[src/rtl/sport_pkg.sv]
package sport_pkg;

    typedef enum logic [1:0] {
        FMT_DSP = 2'b00,
        FMT_I2S = 2'b01,
        FMT_LJ  = 2'b10,
        FMT_LJ2 = 2'b11
    } fmt_e;

    typedef struct packed {
        fmt_e fmt;
        logic edge_flip;
        logic early_fs;
        logic mute;
    } cfg_t;

    localparam cfg_t CFG_RESET = '{fmt: FMT_LJ, edge_flip: 1'b0, early_fs: 1'b0, mute: 1'b0};

endpackage

[src/rtl/sport_timebase.sv]
module sport_timebase #(
    parameter int CLK_DIV = 2,
    parameter int PHASES  = 64,
    localparam int DIV_W  = (CLK_DIV > 1) ? $clog2(CLK_DIV) : 1,
    localparam int PH_W   = $clog2(PHASES)
) (
    input  logic            clk,
    input  logic            rst_n,
    output logic [PH_W-1:0] ph,
    output logic            half_end,
    output logic            frame_end
);

    typedef struct packed {
        logic [DIV_W-1:0] div;
        logic [PH_W-1:0]  ph;
    } tb_state_t;

    tb_state_t state_d, state_q;

    always_comb begin
        state_d   = state_q;
        half_end  = (state_q.div == DIV_W'(CLK_DIV - 1));
        frame_end = half_end && (state_q.ph == PH_W'(PHASES - 1));
        if (half_end) begin
            state_d.div = '0;
            state_d.ph  = (state_q.ph == PH_W'(PHASES - 1)) ? '0 : state_q.ph + 1'b1;
        end else begin
            state_d.div = state_q.div + 1'b1;
        end
    end

    always_ff @(posedge clk or negedge rst_n) begin
        if (!rst_n) state_q <= '0;
        else        state_q <= state_d;
    end

    assign ph = state_q.ph;

endmodule

[src/rtl/sport_pins.sv]
module sport_pins
    import sport_pkg::*;
#(
    parameter int PHASES = 64,
    localparam int PH_W  = $clog2(PHASES),
    localparam int LAST  = PHASES - 1,
    localparam int HALFP = PHASES / 2
) (
    input  logic [PH_W-1:0] ph,
    input  cfg_t            cfg,
    output logic            sck,
    output logic            fs
);

    logic bit_hi;

    always_comb begin
        bit_hi = ph[0];
        // DSP with clear edge-flip: the pin clock is inverted so launch lands on a rising edge
        sck = ((cfg.fmt == FMT_DSP) && !cfg.edge_flip) ? ~bit_hi : bit_hi;
        case (cfg.fmt)
            FMT_I2S: fs = (ph >= PH_W'(HALFP - 2)) && (ph <= PH_W'(LAST - 2));
            FMT_DSP: fs = (ph == PH_W'(LAST)) ||
                          (cfg.early_fs ? (ph == PH_W'(LAST - 1)) : (ph == '0));
            default: fs = (ph < PH_W'(HALFP));
        endcase
    end

endmodule

[src/rtl/sport_shifter.sv]
module sport_shifter #(
    parameter int WORD_W = 32
) (
    input  logic              clk,
    input  logic              rst_n,
    input  logic              half_end,
    input  logic              bit_hi,
    input  logic              frame_end,
    input  logic [WORD_W-1:0] tx_load,
    input  logic              sd_i,
    output logic              tx_msb,
    output logic [WORD_W-1:0] rx_word
);

    typedef struct packed {
        logic [WORD_W-1:0] tx;
        logic [WORD_W-1:0] rx;
    } sh_state_t;

    sh_state_t sh_d, sh_q;

    always_comb begin
        sh_d = sh_q;
        if (frame_end) begin
            sh_d.tx = tx_load;
        end else if (half_end && bit_hi) begin
            sh_d.tx = {sh_q.tx[WORD_W-2:0], 1'b0};
        end
        // capture at the middle of each bit slot
        if (half_end && !bit_hi) begin
            sh_d.rx = {sh_q.rx[WORD_W-2:0], sd_i};
        end
    end

    always_ff @(posedge clk or negedge rst_n) begin
        if (!rst_n) sh_q <= '0;
        else        sh_q <= sh_d;
    end

    assign tx_msb  = sh_q.tx[WORD_W-1];
    assign rx_word = sh_q.rx;

endmodule

[src/rtl/audio_sport.sv]
module audio_sport
    import sport_pkg::*;
#(
    parameter int SAMPLE_W = 16,
    parameter int CLK_DIV  = 2
) (
    input  logic                clk,
    input  logic                rst_n,
    input  logic [1:0]          fmt_sel,
    input  logic                dsp_edge_flip,
    input  logic                dsp_early_fs,
    input  logic                sdo_mute,
    input  logic [SAMPLE_W-1:0] tx_left,
    input  logic [SAMPLE_W-1:0] tx_right,
    input  logic                sd_i,
    output logic                sck_o,
    output logic                fs_o,
    output logic                sd_o,
    output logic [SAMPLE_W-1:0] rx_left,
    output logic [SAMPLE_W-1:0] rx_right,
    output logic                frame_stb
);

    localparam int WORD_W    = 2 * SAMPLE_W;
    localparam int PHASES    = 2 * WORD_W;
    localparam int PH_W      = $clog2(PHASES);
    localparam int FRAME_CYC = PHASES * CLK_DIV;

    typedef struct packed {
        cfg_t                cfg;
        logic                stb;
        logic [SAMPLE_W-1:0] rxl;
        logic [SAMPLE_W-1:0] rxr;
    } top_state_t;

    top_state_t top_d, top_q;

    logic [PH_W-1:0]   ph;
    logic              half_end;
    logic              frame_end;
    logic              tx_msb;
    logic [WORD_W-1:0] rx_word;
    cfg_t              act_cfg;

    sport_timebase #(.CLK_DIV(CLK_DIV), .PHASES(PHASES)) u_tb (
        .clk       (clk),
        .rst_n     (rst_n),
        .ph        (ph),
        .half_end  (half_end),
        .frame_end (frame_end)
    );

    sport_pins #(.PHASES(PHASES)) u_pins (
        .ph  (ph),
        .cfg (top_q.cfg),
        .sck (sck_o),
        .fs  (fs_o)
    );

    sport_shifter #(.WORD_W(WORD_W)) u_sh (
        .clk       (clk),
        .rst_n     (rst_n),
        .half_end  (half_end),
        .bit_hi    (ph[0]),
        .frame_end (frame_end),
        .tx_load   ({tx_left, tx_right}),
        .sd_i      (sd_i),
        .tx_msb    (tx_msb),
        .rx_word   (rx_word)
    );

    always_comb begin
        top_d     = top_q;
        top_d.stb = 1'b0;
        if (frame_end) begin
            top_d.cfg.fmt       = fmt_e'(fmt_sel);
            top_d.cfg.edge_flip = dsp_edge_flip;
            top_d.cfg.early_fs  = dsp_early_fs;
            top_d.cfg.mute      = sdo_mute;
            top_d.stb           = 1'b1;
            top_d.rxl           = rx_word[WORD_W-1:SAMPLE_W];
            top_d.rxr           = rx_word[SAMPLE_W-1:0];
        end
    end

    always_ff @(posedge clk or negedge rst_n) begin
        if (!rst_n) begin
            top_q     <= '0;
            top_q.cfg <= CFG_RESET;
        end else begin
            top_q <= top_d;
        end
    end

    assign act_cfg   = top_q.cfg;
    assign sd_o      = top_q.cfg.mute ? 1'b0 : tx_msb;
    assign rx_left   = top_q.rxl;
    assign rx_right  = top_q.rxr;
    assign frame_stb = top_q.stb;

endmodule

[config.mk]
export PLATFORM = sky130hd
export DESIGN_NAME = audio_sport
export DESIGN_NICKNAME = d
export VERILOG_FILES = /design/src/rtl/sport_pkg.sv /design/src/rtl/sport_timebase.sv /design/src/rtl/sport_pins.sv /design/src/rtl/sport_shifter.sv /design/src/rtl/audio_sport.sv
export SDC_FILE = /design/constraint.sdc
export NUM_CORES = 1
export LEC_CHECK = 0
export BUFFER_PORTS_ARGS = -buffer_cell sky130_fd_sc_hd__buf_2
export CAP_MARGIN = 20
export CORE_MARGIN = 3
export CORE_UTILIZATION = 60
export DETAILED_ROUTE_END_ITERATION = 10
export PLACE_DENSITY_LB_ADDON = 0.1
export SYNTH_ARGS = -nofsm -noshare
export SYNTH_HDL_FRONTEND = slang
export SYNTH_SLANG_ARGS = --single-unit
[constraint.sdc]
create_clock -name clk -period 5.6 [get_ports clk]
set_clock_uncertainty 0.15 [all_clocks]
set_input_delay 0.84 -clock clk [delete_from_list [all_inputs] [get_ports clk]]
set_output_delay 0.84 -clock clk [all_outputs]
set_load 0.01 [all_outputs]
# Yosys cells after proc, flatten, opt, wreduce, memory -nomap -nowiden

Index checks and enable logic that the tools add are counted.

Bits of input ports: 40
Output and inout bits: 36
Logic and storage cells: 40
Bits in registers: 109

Bitwise gates (word level): 1
Mux-type cells: 9
Reductions and logical operators: 11
Add/sub/neg operators: 2
Equality and inequality tests: 3
$lt $le $gt $ge: 3

Operators by type and width:

| kind                                                  | count |
|---|---|
| 2-to-1 mux 32 bit                                     | 2 |
| 2-to-1 mux 33 bit                                     | 1 |
| == test 6 bit, second input constant                  | 2 |
| adder 6 x 1 -> 6 bit, second input constant           | 1 |
| >= comparator 6 x 5 -> 1 bit, second input constant   | 1 |
| less-or-equal comparator 6 bit, second input constant | 1 |
| zero test 6 bit                                       | 1 |
| < comparator 6 bit, second input constant             | 1 |
| 2-to-1 mux 6 bit                                      | 1 |
| logical AND 1 bit                                     | 5 |
| 2-to-1 mux 1 bit                                      | 4 |
| == test 2 x 1 -> 1 bit, second input constant         | 1 |
| zero test 1 bit                                       | 2 |
| zero test 2 bit                                       | 1 |
| case mux 1 bit (2 select lines)                       | 1 |
| nonzero test 2 bit                                    | 1 |
| adder 1 bit, second input constant                    | 1 |
| logical OR 1 bit                                      | 1 |
| inverter 1 bit                                        | 1 |

# Logic depth before layout (Yosys ltp)

Depth in word-level cells: 4
Gate-level depth with buffers: 7

# Modules after synthesis

Synthesis repeated with hierarchy kept, for this count alone.

Cells, all modules: 399
Area total of the unflattened synthesis: 5283.8 um2

By module, submodules not included:

| module         | seq. area each (um2) | cells an instance | instances | area each (um2) |
|---|---|---|---|---|
| sport_shifter  | 1601.5               | 281               | 1         | 3315.7 |
| audio_sport    | 952.2                | 80                | 1         | 1559.0 |
| sport_timebase | 175.2                | 27                | 1         | 322.8 |
| sport_pins     | 0.0                  | 11                | 1         | 86.3 |

# Worst setup path after synthesis

Ideal clock, no wire load.

Path type: reg-to-output
Start point: register u_tb.state_q, in the netlist u_tb.ph[0]
End point: output fs_o
Slack: 3.061 ns
Cell stages (with the launch flop): 7
Arrival: 1.549 ns
Cell sequence: dfrtp_1 inv_1 ha_1 a21oi_1 or3b_2 a211oi_1 or4_1

Cells in the longest elaborated chain, start to end: 4
Elaborated cells between the ends (all ways): 10
Classes of those cells: order compare (3); eq/ne (2); mux (2); reduce/logical (3)

Ends and longest elaborated chain:

| what                                                                                 | line                 | text |
|---|---|---|
| from (decl)                                                                          | sport_timebase.sv:19 | `tb_state_t state_d, state_q;` |
| from (signal assigned)                                                               | sport_timebase.sv:35 | `else state_q <= state_d;` |
| parallel branches: the longest is 3 deep, another holds >= comparator 6 x 5 -> 1 bit | n/a                  |  |
| case mux 1 bit (2 select lines) (*)                                                  | sport_pins.sv:21     | `case (cfg.fmt)` |
| to (decl)                                                                            | audio_sport.sv:17    | `output logic fs_o,` |

Mark *: on every way between the ends.

# Worst setup path in the final report

Ends and elaborated chain as after synthesis.

==> results.toml <==
[run_status]
outcome = "completed"

[power]
pwr-share-comb = 0.026
netSwitchingFraction = 0.2253
sequentialPowerShare = 0.636
cellLeakagePower_nw = 2.623
power.density_cell_area_mw_per_mm2 = 245.8
power_frac_clock = 0.337
p_int_w = 0.0009667
switchingPower_w = 0.0002811
power.ir.vdd_worst_v = 0.0002347

[floorplan]
fp.dieArea_mm2 = 0.008596
initial_utilization = 0.6394
die_width_um = 92.72
fp.coreArea_mm2 = 0.007057
num_io_pins = 76
num_rows = 30
die_h_um = 92.72

[grt]
first_global_vias = 2851
initial_antenna_violation_count = 0
grtUsageTotal = 0.1929
grt_max_degree = 106
first_pass_grt_wire_length_mm = 13.14
grt_overflow_total = 0

[layout]
finish.net_count = 447
num-fill-cells = 529
insertedDiodeCount = 0
post_route_cell_area_mm2 = 0.005076
multiInputGateArea_mm2 = 0.001644
syn_to_final_growth_pct = 12.51
area.sequential_mm2 = 0.002729
final_layout_size_suffix_gt1_frac = 0.4079

[critical_path]
worst_setup_path_endpoint = "fs_o"
setup.worst_path.end_class = "primary output"
worst-r2r-setup-slack_ns = 3.06
crit_required_ns = 4.61
timing_worst_setup_path_type = "register to primary output"
rr_worst_depth = 5
cp-startpoint = "u_tb.ph[0]"
crit-reg2reg-capture = "act_cfg[0]"
critPathMaxFanout = 7
timing.critical_path.from_type = "register"
worstReg2RegStart = "u_tb.ph[0]"
critPathArrivalTime_ns = 2.16

[synth]
syn_area_per_cell_um2 = 13.59
yosys_register_bits = 109
synth.net_count = 376
postSynthCellCount = 332
synth_cell_types = 32
yosys_warnings = 0
part_of_the_yosys_area_used_for_sequential_elements = 0.6048
syn_area_mm2 = 0.004512

[placed_design]
place_ws_ns = 2.844
global_placement_routability_congestion = 0.7193
placed_area_mm2 = 0.004905
port-buffer-count = 75
dp_hpwl_mm = 4.790

[routing]
viasPerCell = 5.268
drt-wirelength-per-cell_um = 14.55
drtAntennaViolNets = 0
drt_wl_total_mm = 7.320
first_iter_violations = 92
vias = 2650
drc = 0
detailedRoute.firstPassIterationCount = 4

[clock_network]
tritoncts = "yes"
cts-root-buf = "clkbuf_8"
clk_buf_depth = 2
cts_htree_levels = 3
clk-insertion-delay-late_ns = 0.37
clock-sinks = 109
postCtsSetupRepairBufs = 0
tritoncts.num_buffers = 9
hold_buffers = 0
clock_pin_slew_worst_setup_and_hold_paths_ns = 0.10
cts.repair.resized = 0

[timing]
post-route-period-util = 0.5627
setup_ws_final_ns = 2.449
setup-violations-final = 0
worst_hold_slack_ns = 0.3075
finalCriticalPeriod_ns = 3.151
worst_pin_slew_ns = 1.034
achievable-frequency_mhz = 317.4
rsz0062_at_grt = "false"
hold_viol = 0
fin_tns_setup_ns = 0
relSlewSlack = 0.3105
final-max-slew-violation-count = 0

[min_path]
hold_class = "input pin to asynchronous set/reset pin"

[flow_run]
max_cap_violations = 0
[synth_stat cells]
cell type,instances,area share
a211oi_1,1,0.0017
mux2i_1,31,0.069
nor3_1,3,0.0033
buf_4,12,0.020
nand2_1,37,0.031
inv_1,3,0.0025
nor2_1,3,0.0025
dfstp_2,1,0.0058
nand3_1,1,0.0011
ha_1,4,0.011
or4_1,1,0.0017
o21ai_0,33,0.037
xnor2_1,5,0.0097
nor3_2,1,0.0022
buf_6,2,0.0050
or4b_1,1,0.0022
and2b_1,1,0.0017
nand3b_1,1,0.0017
mux2_2,66,0.16
xor2_1,1,0.0019
a21oi_1,1,0.0011
clkbuf_1,2,0.0017
nand3_2,1,0.0022
nor4_1,1,0.0014
nor2b_1,1,0.0014
buf_2,2,0.0022
or3b_2,1,0.0019
nand4_1,2,0.0028
mux2_1,3,0.0075
dfrtp_1,108,0.60
nor2_2,1,0.0014
nor2_4,1,0.0025
[cells by family after synthesis]
| logic type | synth area share |
|---|---|
| DFF | 0.6048 |
| buffers and inverters | 0.03134 |
| muxes | 0.2410 |
| AOI/OAI and AO/OA | 0.03938 |
| and+or+nand+nor | 0.06073 |
| adders and majority gates | 0.01109 |
| xor gates and xnor gates | 0.01165 |
[worst max-delay path, cell delays in order (launching register included)]
cell and delay, ns:
dfrtp_1 0.51, inv_1 0.15, ha_1 0.20, a21oi_1 0.10, or3b_2 0.12, a211oi_1 0.05, or4_1 0.50, buf_2 0.15
[layout make-up]
cell class | instances | area share
inverters | 3 | 0.002218
flip-flops and latches | 109 | 0.5376
clock buffers | 9 | 0.02440
clock inverters | 6 | 0.009367
multi-input cells | 202 | 0.3239
repair buffers | 78 | 0.07888
well taps | 96 | 0.02366
[worst min-delay path by stage]
| stage | end | startpoint | slack [ns] | depth (start not counted) |
|---|---|---|---|---|
| 2_1_floorplan | u_sh.rx_word[2] | u_sh.rx_word[2] | 0.32 | 1 |
| 3_3_place_gp | rx_left[14] | rx_left[14] | 0.32 | 1 |
| 3_5_place_dp | rx_left[14] | rx_left[14] | 0.32 | 1 |
| 4_1_cts | u_sh.rx_word[17] | rst_n | 0.32 | 1 |
| 5_1_grt | act_cfg[3] | rst_n | 0.33 | 1 |
| 6_report | act_cfg[3] | rst_n | 0.31 | 1 |
[metal layers]
metal / vias to the layer above / routed length, µm / track usage
met5: - / 0 / 0
met1: 1298 / 3360 / 0.2493
met2: 48 / 3524 / 0.3148
li1: 1297 / - / -
met4: 0 / 63 / 0.05128
met3: 7 / 372 / 0.06499
[registers in the layout, indices dropped and copies added, names as in the netlist]
name	flops
u_sh.sh_q	31
u_tb.half_end	1
u_sh.rx_word	32
u_tb.ph	6
act_cfg	5
frame_stb	1
rx_left	16
u_sh.tx_msb	1
rx_right	16
[metrics by stage]
stage / power (W) / instances / util
CTS: 0.001269 / 503 / 0.7193
global placement: 0.0008436 / 488 / 0.6950
floorplan: 0.0008130 / 332 / -
global route: 0.001307 / 503 / 0.7193
finish: 0.001248 / 503 / 0.7193
detailed placement: 0.0008440 / 488 / 0.6950
[power groups by stage]
| stage | registers, W | logic (W) | clock network (W) |
|---|---|---|---|
| floorplan | 0.000809 | 0.00000438 | 0 |
| global placement | 0.000809 | 0.0000341 | 0 |
| detailed placement | 0.000810 | 0.0000344 | 0 |
| CTS | 0.000794 | 0.0000344 | 0.000441 |
| global route | 0.000795 | 0.0000379 | 0.000474 |
| finish | 0.000794 | 0.0000327 | 0.000421 |
[cell usage in the layout, fill, tap and decap left out, drive strengths merged, types with 5 or more instances in the layout]
cell    synthesis  layout
mux2i          31      31
nand2          37      37
xnor2           5       5
nor2            5       5
inv             3       5
buf            16      78
mux2           69      69
dfrtp         108     108
clkbuf          2       9
o21ai          33      33
Power figures use the tool's default switching activity.
